$ cat config.mk
export PLATFORM = sky130hd
export DESIGN_NAME = pwm_chan
export DESIGN_NICKNAME = d
export VERILOG_FILES = /design/src/rtl/pwm_chan_pkg.sv /design/src/rtl/pwm_chan_shadow.sv /design/src/rtl/pwm_chan_seq.sv /design/src/rtl/pwm_chan_level.sv /design/src/rtl/pwm_chan.sv
export SDC_FILE = /design/constraint.sdc
export NUM_CORES = 1
export LEC_CHECK = 0
export CAP_MARGIN = 10
export CORE_MARGIN = 3
export CORE_UTILIZATION = 53
export DETAILED_ROUTE_END_ITERATION = 7
export PLACE_DENSITY = 0.79
export SLEW_MARGIN = 20
export SYNTH_ARGS = -nofsm -noshare
export SYNTH_HDL_FRONTEND = slang
export SYNTH_SLANG_ARGS = --single-unit
$ cat constraint.sdc
create_clock -name clk -period 2.9 [get_ports clk]
set_input_delay 0.435 -clock clk [delete_from_list [all_inputs] [get_ports clk]]
set_output_delay 0.435 -clock clk [all_outputs]
set_load 0.01 [all_outputs]
$ cat src/rtl/pwm_chan_pkg.sv
package pwm_chan_pkg;
  localparam int CTRL_W        = 4;
  localparam int CTRL_EN_BIT   = 0;
  localparam int CTRL_INV_BIT  = 2;
  localparam int CTRL_MODE_BIT = 3;

  typedef struct packed {
    logic en;
    logic inv;
    logic cont;
  } chan_ctrl_t;

  function automatic chan_ctrl_t decode_ctrl(input logic [CTRL_W-1:0] f);
    chan_ctrl_t c;
    c.en   = f[CTRL_EN_BIT];
    c.inv  = f[CTRL_INV_BIT];
    c.cont = f[CTRL_MODE_BIT];
    return c;
  endfunction
endpackage

$ cat src/rtl/pwm_chan_shadow.sv
module pwm_chan_shadow #(
  parameter int W = 16
) (
  input  logic         clk,
  input  logic         rst_n,
  input  logic         load,
  input  logic [W-1:0] period_val,
  input  logic [W-1:0] cmp_val,
  output logic [W-1:0] sh_per,
  output logic [W-1:0] sh_cmp
);
  always_ff @(posedge clk) begin
    if (!rst_n) begin
      sh_per <= '0;
      sh_cmp <= '0;
    end else if (load) begin
      sh_per <= period_val;
      sh_cmp <= cmp_val;
    end
  end
endmodule

$ cat src/rtl/pwm_chan_seq.sv
module pwm_chan_seq #(
  parameter int W = 16
) (
  input  logic         clk,
  input  logic         rst_n,
  input  logic         tick,
  input  logic         en,
  input  logic         cont,
  input  logic [W-1:0] period_val,
  output logic         load,
  output logic         running,
  output logic         done,
  output logic [W-1:0] count
);
  logic shot_over;
  logic start;
  logic wrap;

  assign start = en && !running && !shot_over;
  assign wrap  = running && tick && (count == '0);
  assign load  = start || (wrap && cont);

  always_ff @(posedge clk) begin
    if (!rst_n) begin
      running   <= 1'b0;
      shot_over <= 1'b0;
      done      <= 1'b0;
      count     <= '0;
    end else if (!en) begin
      running   <= 1'b0;
      shot_over <= 1'b0;
      done      <= 1'b0;
      count     <= '0;
    end else begin
      done <= wrap;
      if (start) begin
        running <= 1'b1;
        count   <= period_val;
      end else if (wrap) begin
        if (cont) begin
          count <= period_val;
        end else begin
          running   <= 1'b0;
          shot_over <= 1'b1;
          count     <= '0;
        end
      end else if (running && tick) begin
        count <= count - 1'b1;
      end
    end
  end

  AST_DONE_CAUSE: assert property (@(posedge clk) disable iff (!rst_n)
    done |-> $past(en && running && tick && count == '0));

  AST_SHOT_STOP: assert property (@(posedge clk) disable iff (!rst_n)
    (en && wrap && !cont) |=> (!running && count == '0));
endmodule

$ cat src/rtl/pwm_chan_level.sv
module pwm_chan_level #(
  parameter int W = 16
) (
  input  logic         running,
  input  logic         inv,
  input  logic [W-1:0] count,
  input  logic [W-1:0] sh_per,
  input  logic [W-1:0] sh_cmp,
  output logic         pwm
);
  logic lvl;

  always_comb begin
    if (!running)               lvl = 1'b0;
    else if (sh_per == '0)      lvl = 1'b0;
    else if (sh_cmp >= sh_per)  lvl = 1'b1;
    else                        lvl = (count <= sh_cmp);
  end

  assign pwm = lvl ^ inv;
endmodule

$ cat src/rtl/pwm_chan.sv
module pwm_chan
  import pwm_chan_pkg::*;
#(
  parameter int W = 16
) (
  input  logic              clk,
  input  logic              rst_n,
  input  logic              tick,
  input  logic [W-1:0]      period_val,
  input  logic [W-1:0]      cmp_val,
  input  logic [CTRL_W-1:0] ctrl,
  output logic              pwm_out,
  output logic              period_done,
  output logic [W-1:0]      count
);
  chan_ctrl_t   c;
  logic         ctrl_unused;
  logic         load;
  logic         running;
  logic [W-1:0] sh_per;
  logic [W-1:0] sh_cmp;

  assign c           = decode_ctrl(ctrl);
  assign ctrl_unused = ctrl[1];

  pwm_chan_seq #(.W(W)) u_seq (
    .clk(clk), .rst_n(rst_n), .tick(tick), .en(c.en), .cont(c.cont),
    .period_val(period_val), .load(load), .running(running),
    .done(period_done), .count(count)
  );

  pwm_chan_shadow #(.W(W)) u_shadow (
    .clk(clk), .rst_n(rst_n), .load(load), .period_val(period_val),
    .cmp_val(cmp_val), .sh_per(sh_per), .sh_cmp(sh_cmp)
  );

  pwm_chan_level #(.W(W)) u_level (
    .running(running), .inv(c.inv), .count(count), .sh_per(sh_per),
    .sh_cmp(sh_cmp), .pwm(pwm_out)
  );

  AST_COUNT_BOUND: assert property (@(posedge clk) disable iff (!rst_n)
    running |-> (count <= sh_per));

  AST_SHADOW_HOLD: assert property (@(posedge clk) disable iff (!rst_n)
    (running && !load) |=> ($stable(sh_per) && $stable(sh_cmp)));

  AST_IDLE_LEVEL: assert property (@(posedge clk) disable iff (!rst_n)
    !ctrl[CTRL_EN_BIT] |=> (pwm_out == ctrl[CTRL_INV_BIT] && count == '0));
endmodule

==> flow_results.org <==
** Synthesis
- Leading area contributor after synthesis :: dfxtp_1
- The synthesized design contains 0 enable-type register cells.
- Number of library cell types mapped by synthesis :: 46
- Flip-flop and latch count after synthesis :: 51
- Synthesized cell area :: 0.003105 mm^2
- Sequential element share of the synthesized area :: about 33%
- The cell count after synthesis came out at about 390.
- Net count after synthesis :: approximately 470
- Proportion of netlist area held by the largest area contributor :: roughly a third
- Largest cells by area after synthesis :: dfxtp_1, ha_1, nand2_1, a21boi_1, inv_1
- Dividing the synthesized area by the synthesized cell count gives 7.882 um^2.
- YS warnings :: 0
- For this run, asynchronously set or reset flops after synthesis account for 0%.
- Most frequently used flop master after synthesis :: dfxtp_1

** Cells and area
- Cells with a size suffix above 1 make up between 10 and 15% of the layout.
- Layout net count :: ~540
- Finished Core Util :: 73.42%
- Antenna cells :: 0
- Area added between synthesis and finish :: 31.79%
- Excluding fillers, the count of instances in the completed layout stands at approximately 540.

** Global route
- Antenna violations before repair :: 0
- Via count of the first global-routing pass :: 2886
- Entering global routing, the biggest net connects 36 pins.
- Grt total ovfl :: 0
- Overall routing resource usage :: approximately 26%
- The first global-routing pass estimated 13290 um of wire.

** Route
- After detailed routing, the number of remaining DRC violations is 0.
- The first routing iteration left 244 violations.
- Number of nets still failing antenna checks after routing :: 0
- Using the TritonRoute via totals, the vias-per-cell ratio works out to about 5.8.
- In the final routed layout, each cell accounts on average for between 15 and 20 um.
- The first detailed-routing pass ran for 4 iterations.
- Summing over every cut layer, the via total after detailed routing is about 3.1k.
- The routed design has 8495 um of wire.

** Setup path
- Along the worst path, the maximum fanout reaches 3.
- The worst register-to-register path has a setup slack of between 200 and 250 ps.
- Data on the critical path arrives at its endpoint at around 2400 ps.
- In this run the critical register-to-register path is captured at u_seq.count[1]$_SDFFE_PN0P_.
- End point of the critical path :: pwm_out
- Cell breakdown of the critical path :: inv_1 > ha_4 > nand4_1 > nor4_2 > buf_4 > a21oi_1 > o21ai_1 > o311ai_2 > xnor2_1 > buf_2
- Reg-to-reg startpoint :: u_seq.count[0]$_SDFFE_PN0P_
- Crit path max-delay family :: simple AND/OR/NAND/NOR gates
- On the worst path, the slowest cell contributes a delay of around 430 ps.
- Logic depth of the worst setup path including buffers :: 10
- The number of cells on the worst reg-to-reg path is 9.
- In this run the worst setup path begins at u_shadow.sh_cmp[9]$_SDFFE_PN0P_.
- The critical path contains buffers and inverters numbering 3 combined.
- The critical path is of the reg2out type.
- Worst Setup Start Kind :: flop
- Required time reported for the critical path endpoint :: approximately 2500 ps
- Among all stages on the critical path, the largest delay is contributed by nor4_2.
- Crit. End Element :: output pin

** Power
- Worst supply voltage drop on vdd :: 0.0003321 V
- Pwr Total :: 1.770 mW
- Clock group share of total power :: around 24%
- For this design the total switching power over the nets is 590.3 uW.
- Pwr Density :: between 400 and 500 mW/mm^2
- Static Leak :: between 1.5 and 2 nW
- Combinational logic is responsible for a little under a third of the overall power.
- Pint :: about 1.2 mW
- Net switching is between 30% and 40% of the power.
- Registers are responsible for a little over two fifths of the overall power.

** Clock tree
- The tree is rooted in a clkbuf_8.
- Clock-pin slew was measured on the worst setup and hold paths at 90 ps.
- Number of buffers added by the clock tree synthesis step :: 5
- TritonCTS built the clock tree.
- # clock sinks :: 51
- Clock latency on the worst-skew pair, taken at its later pin, is approximately 320 ps.
- Buffer levels on the longest clock path :: 2
- Number of buffers added to fix hold violations after cts :: 0
- Count of H-tree levels built during CTS :: 2

** Min path
- Type of the most critical hold path :: reg2reg

** Place
- Once detailed placement completed, the half-perimeter wirelength came to ~6200 um.
- During placement, the flow inserted port buffers numbering 55.
- Routability congestion estimate :: slightly below 0.9
- The number of placed instances, taps included, is 536.

** Timing
- Worst Tran Pin Value :: 860.7 ps
- The max-slew violation count came to 0.
- The final hold violation count came to 0.
- Setup violations remaining at the end of the flow were counted as 0.
- The worst path uses about 98% of the clock period.
- Max Fclk :: roughly 350 MHz
- On the final layout, the worst clock skew is between 10 and 15 ps.
- Counting I/O delays and the setup requirement, the final critical path takes 2833 ps.
- Relative slew slack :: between 40 and 50%

** Floorplan
- Row Count :: 27
- Placeable core region :: between 0.005 and 0.006 mm^2
- Number of top-level pins :: 57
- Measured along the y axis, the die boundary spans about 83 um.
- For this configuration, the core starts out at a cell density of 55.71%.
- The floorplan step defined a die boundary enclosing approximately 0.0068 mm^2.
- Die outline width :: between 80 and 90 um

** Status
- Result of the run :: complete, no violations

** Run
- Max-cap violations in this run came to 0.
==> placed cells by master (no fill, tap or decap), drive strengths merged, types with 2 or more instances in the layout <==
master | Yosys | final
clkbuf | 10 | 5
a211oi | 6 | 6
nor3 | 7 | 7
nand3 | 4 | 4
a21oi | 21 | 21
buf | 7 | 33
inv | 35 | 36
a21o | 2 | 2
nor2 | 18 | 18
ha | 33 | 33
clkinv | 0 | 2
or4 | 6 | 6
nand4 | 8 | 8
o31ai | 3 | 3
clkdlybuf4s50 | 0 | 54
dfxtp | 51 | 51
nand2 | 87 | 87
a21boi | 32 | 32
a221oi | 2 | 2
nor4 | 10 | 10
a31oi | 9 | 9
o22ai | 2 | 2
xnor2 | 3 | 3
o21ai | 16 | 16
nand4b | 3 | 3
or3 | 3 | 3
==> per-stage QoR <==
| stage | hold WS (ps) | setup TNS, ps | setup slack [ps] | instance area, um^2 |
|---|---|---|---|---|
| 6_report | 469.9 | 0 | 67.34 | 4093 |
| 5_1_grt | 491.1 | -47.42 | -47.42 | 4093 |
| 4_1_cts | 472.3 | 0 | 87.13 | 4003 |
| 3_5_place_dp | 465.5 | -112.0 | -112.0 | 3902 |
| 3_3_place_gp | 463.8 | -91.03 | -91.03 | 3902 |
| 2_1_floorplan | 443.4 | 0 | 457.2 | 3105 |
==> timing repair <==
action,CTS,global route
pin swaps,2,4
endpoints found under the setup margin,1,1
resized for setup,10,16
setup buffers,0,1
==> worst min-delay path by stage <==
| stage | start | end | slack [ps] | depth (start not counted) |
|---|---|---|---|---|
| after floorplan | u_shadow.sh_per[15]$_SDFFE_PN0P_ | u_shadow.sh_per[15]$_SDFFE_PN0P_ | 440 | 2 |
| after global placement | u_shadow.sh_cmp[7]$_SDFFE_PN0P_ | u_shadow.sh_cmp[7]$_SDFFE_PN0P_ | 460 | 2 |
| after detailed placement | u_shadow.sh_cmp[7]$_SDFFE_PN0P_ | u_shadow.sh_cmp[7]$_SDFFE_PN0P_ | 470 | 2 |
| after CTS | u_shadow.sh_cmp[5]$_SDFFE_PN0P_ | u_shadow.sh_cmp[5]$_SDFFE_PN0P_ | 470 | 2 |
| after global routing | u_shadow.sh_cmp[5]$_SDFFE_PN0P_ | u_shadow.sh_cmp[5]$_SDFFE_PN0P_ | 490 | 2 |
| final | u_shadow.sh_cmp[7]$_SDFFE_PN0P_ | u_shadow.sh_cmp[7]$_SDFFE_PN0P_ | 470 | 2 |
==> tightest hold or removal path: stages (launching register included) <==
cell and delay [ps]:
dfxtp_2 340, nand2_1 50, a21boi_1 50
==> cells in the mapped netlist (3+ instances only) <==
library cell   n
nand3_1        4
nor3_1         7
nor4_1         8
a31oi_1        9
buf_6          4
dfxtp_1       51
o31ai_1        3
inv_1         35
nor2_1        18
xnor2_1        3
a21oi_1       21
clkbuf_1      10
nand4_1        7
or4_1          5
nand2_1       87
nand4b_1       3
a21boi_0       5
a21boi_1      27
o21ai_0       16
a211oi_1       6
ha_1          33
or3_1          3
==> layout make-up <==
cell class / count / area, um^2
Clock buffer: 5 / 68.82
Clock inverter: 3 / 22.52
Fill cell: 447 / 1481
Inverter: 35 / 131.4
Multi-Input combinational cell: 291 / 1952
Sequential cell: 51 / 1030
Tap cell: 72 / 90.09
Timing Repair Buffer: 87 / 798.3
==> per-layer routing <==
metal / wire, um / vias to the layer above / GRT usage, % / part of all wire [%]
li1: - / 1543 / - / -
met3: 470 / 17 / 4.772 / 5.5
met2: 4148 / 103 / 44.07 / 49
met5: 0 / - / 0 / 0
met4: 181 / 0 / 9.804 / 2.1
met1: 3694 / 1467 / 32.14 / 43
==> flip-flops by register name (all words and copies together) (netlist names) <==
| signal | count |
|---|---|
| u_seq.done | 1 |
| u_seq.running | 1 |
| u_shadow.sh_cmp | 16 |
| u_shadow.sh_per | 16 |
| u_seq.count | 16 |
| u_seq.shot_over | 1 |
==> power groups by stage <==
stage	Clock [mW]	Sequential [mW]	Combinational, mW
floorplan	0	0.796	0.310
global placement	0	0.791	0.502
detailed placement	0	0.792	0.517
CTS	0.438	0.776	0.526
global route	0.461	0.785	0.622
finish	0.431	0.780	0.559
==> cells by family (layout without fill, tap and decap cells) <==
family          Yosys count  count (layout)  share of synthesized area [%]
compound gates          101             101                          21.31
xor+xnor                  3               3                         0.8462
fa+ha+maj                33              33                          13.30
buf+inv                  52             130                          7.454
flops                    51              51                          32.88
mux                       1               1                         0.3626
simple gates            153             153                          23.85
Note: power is estimated with default switching activity, not from simulation.
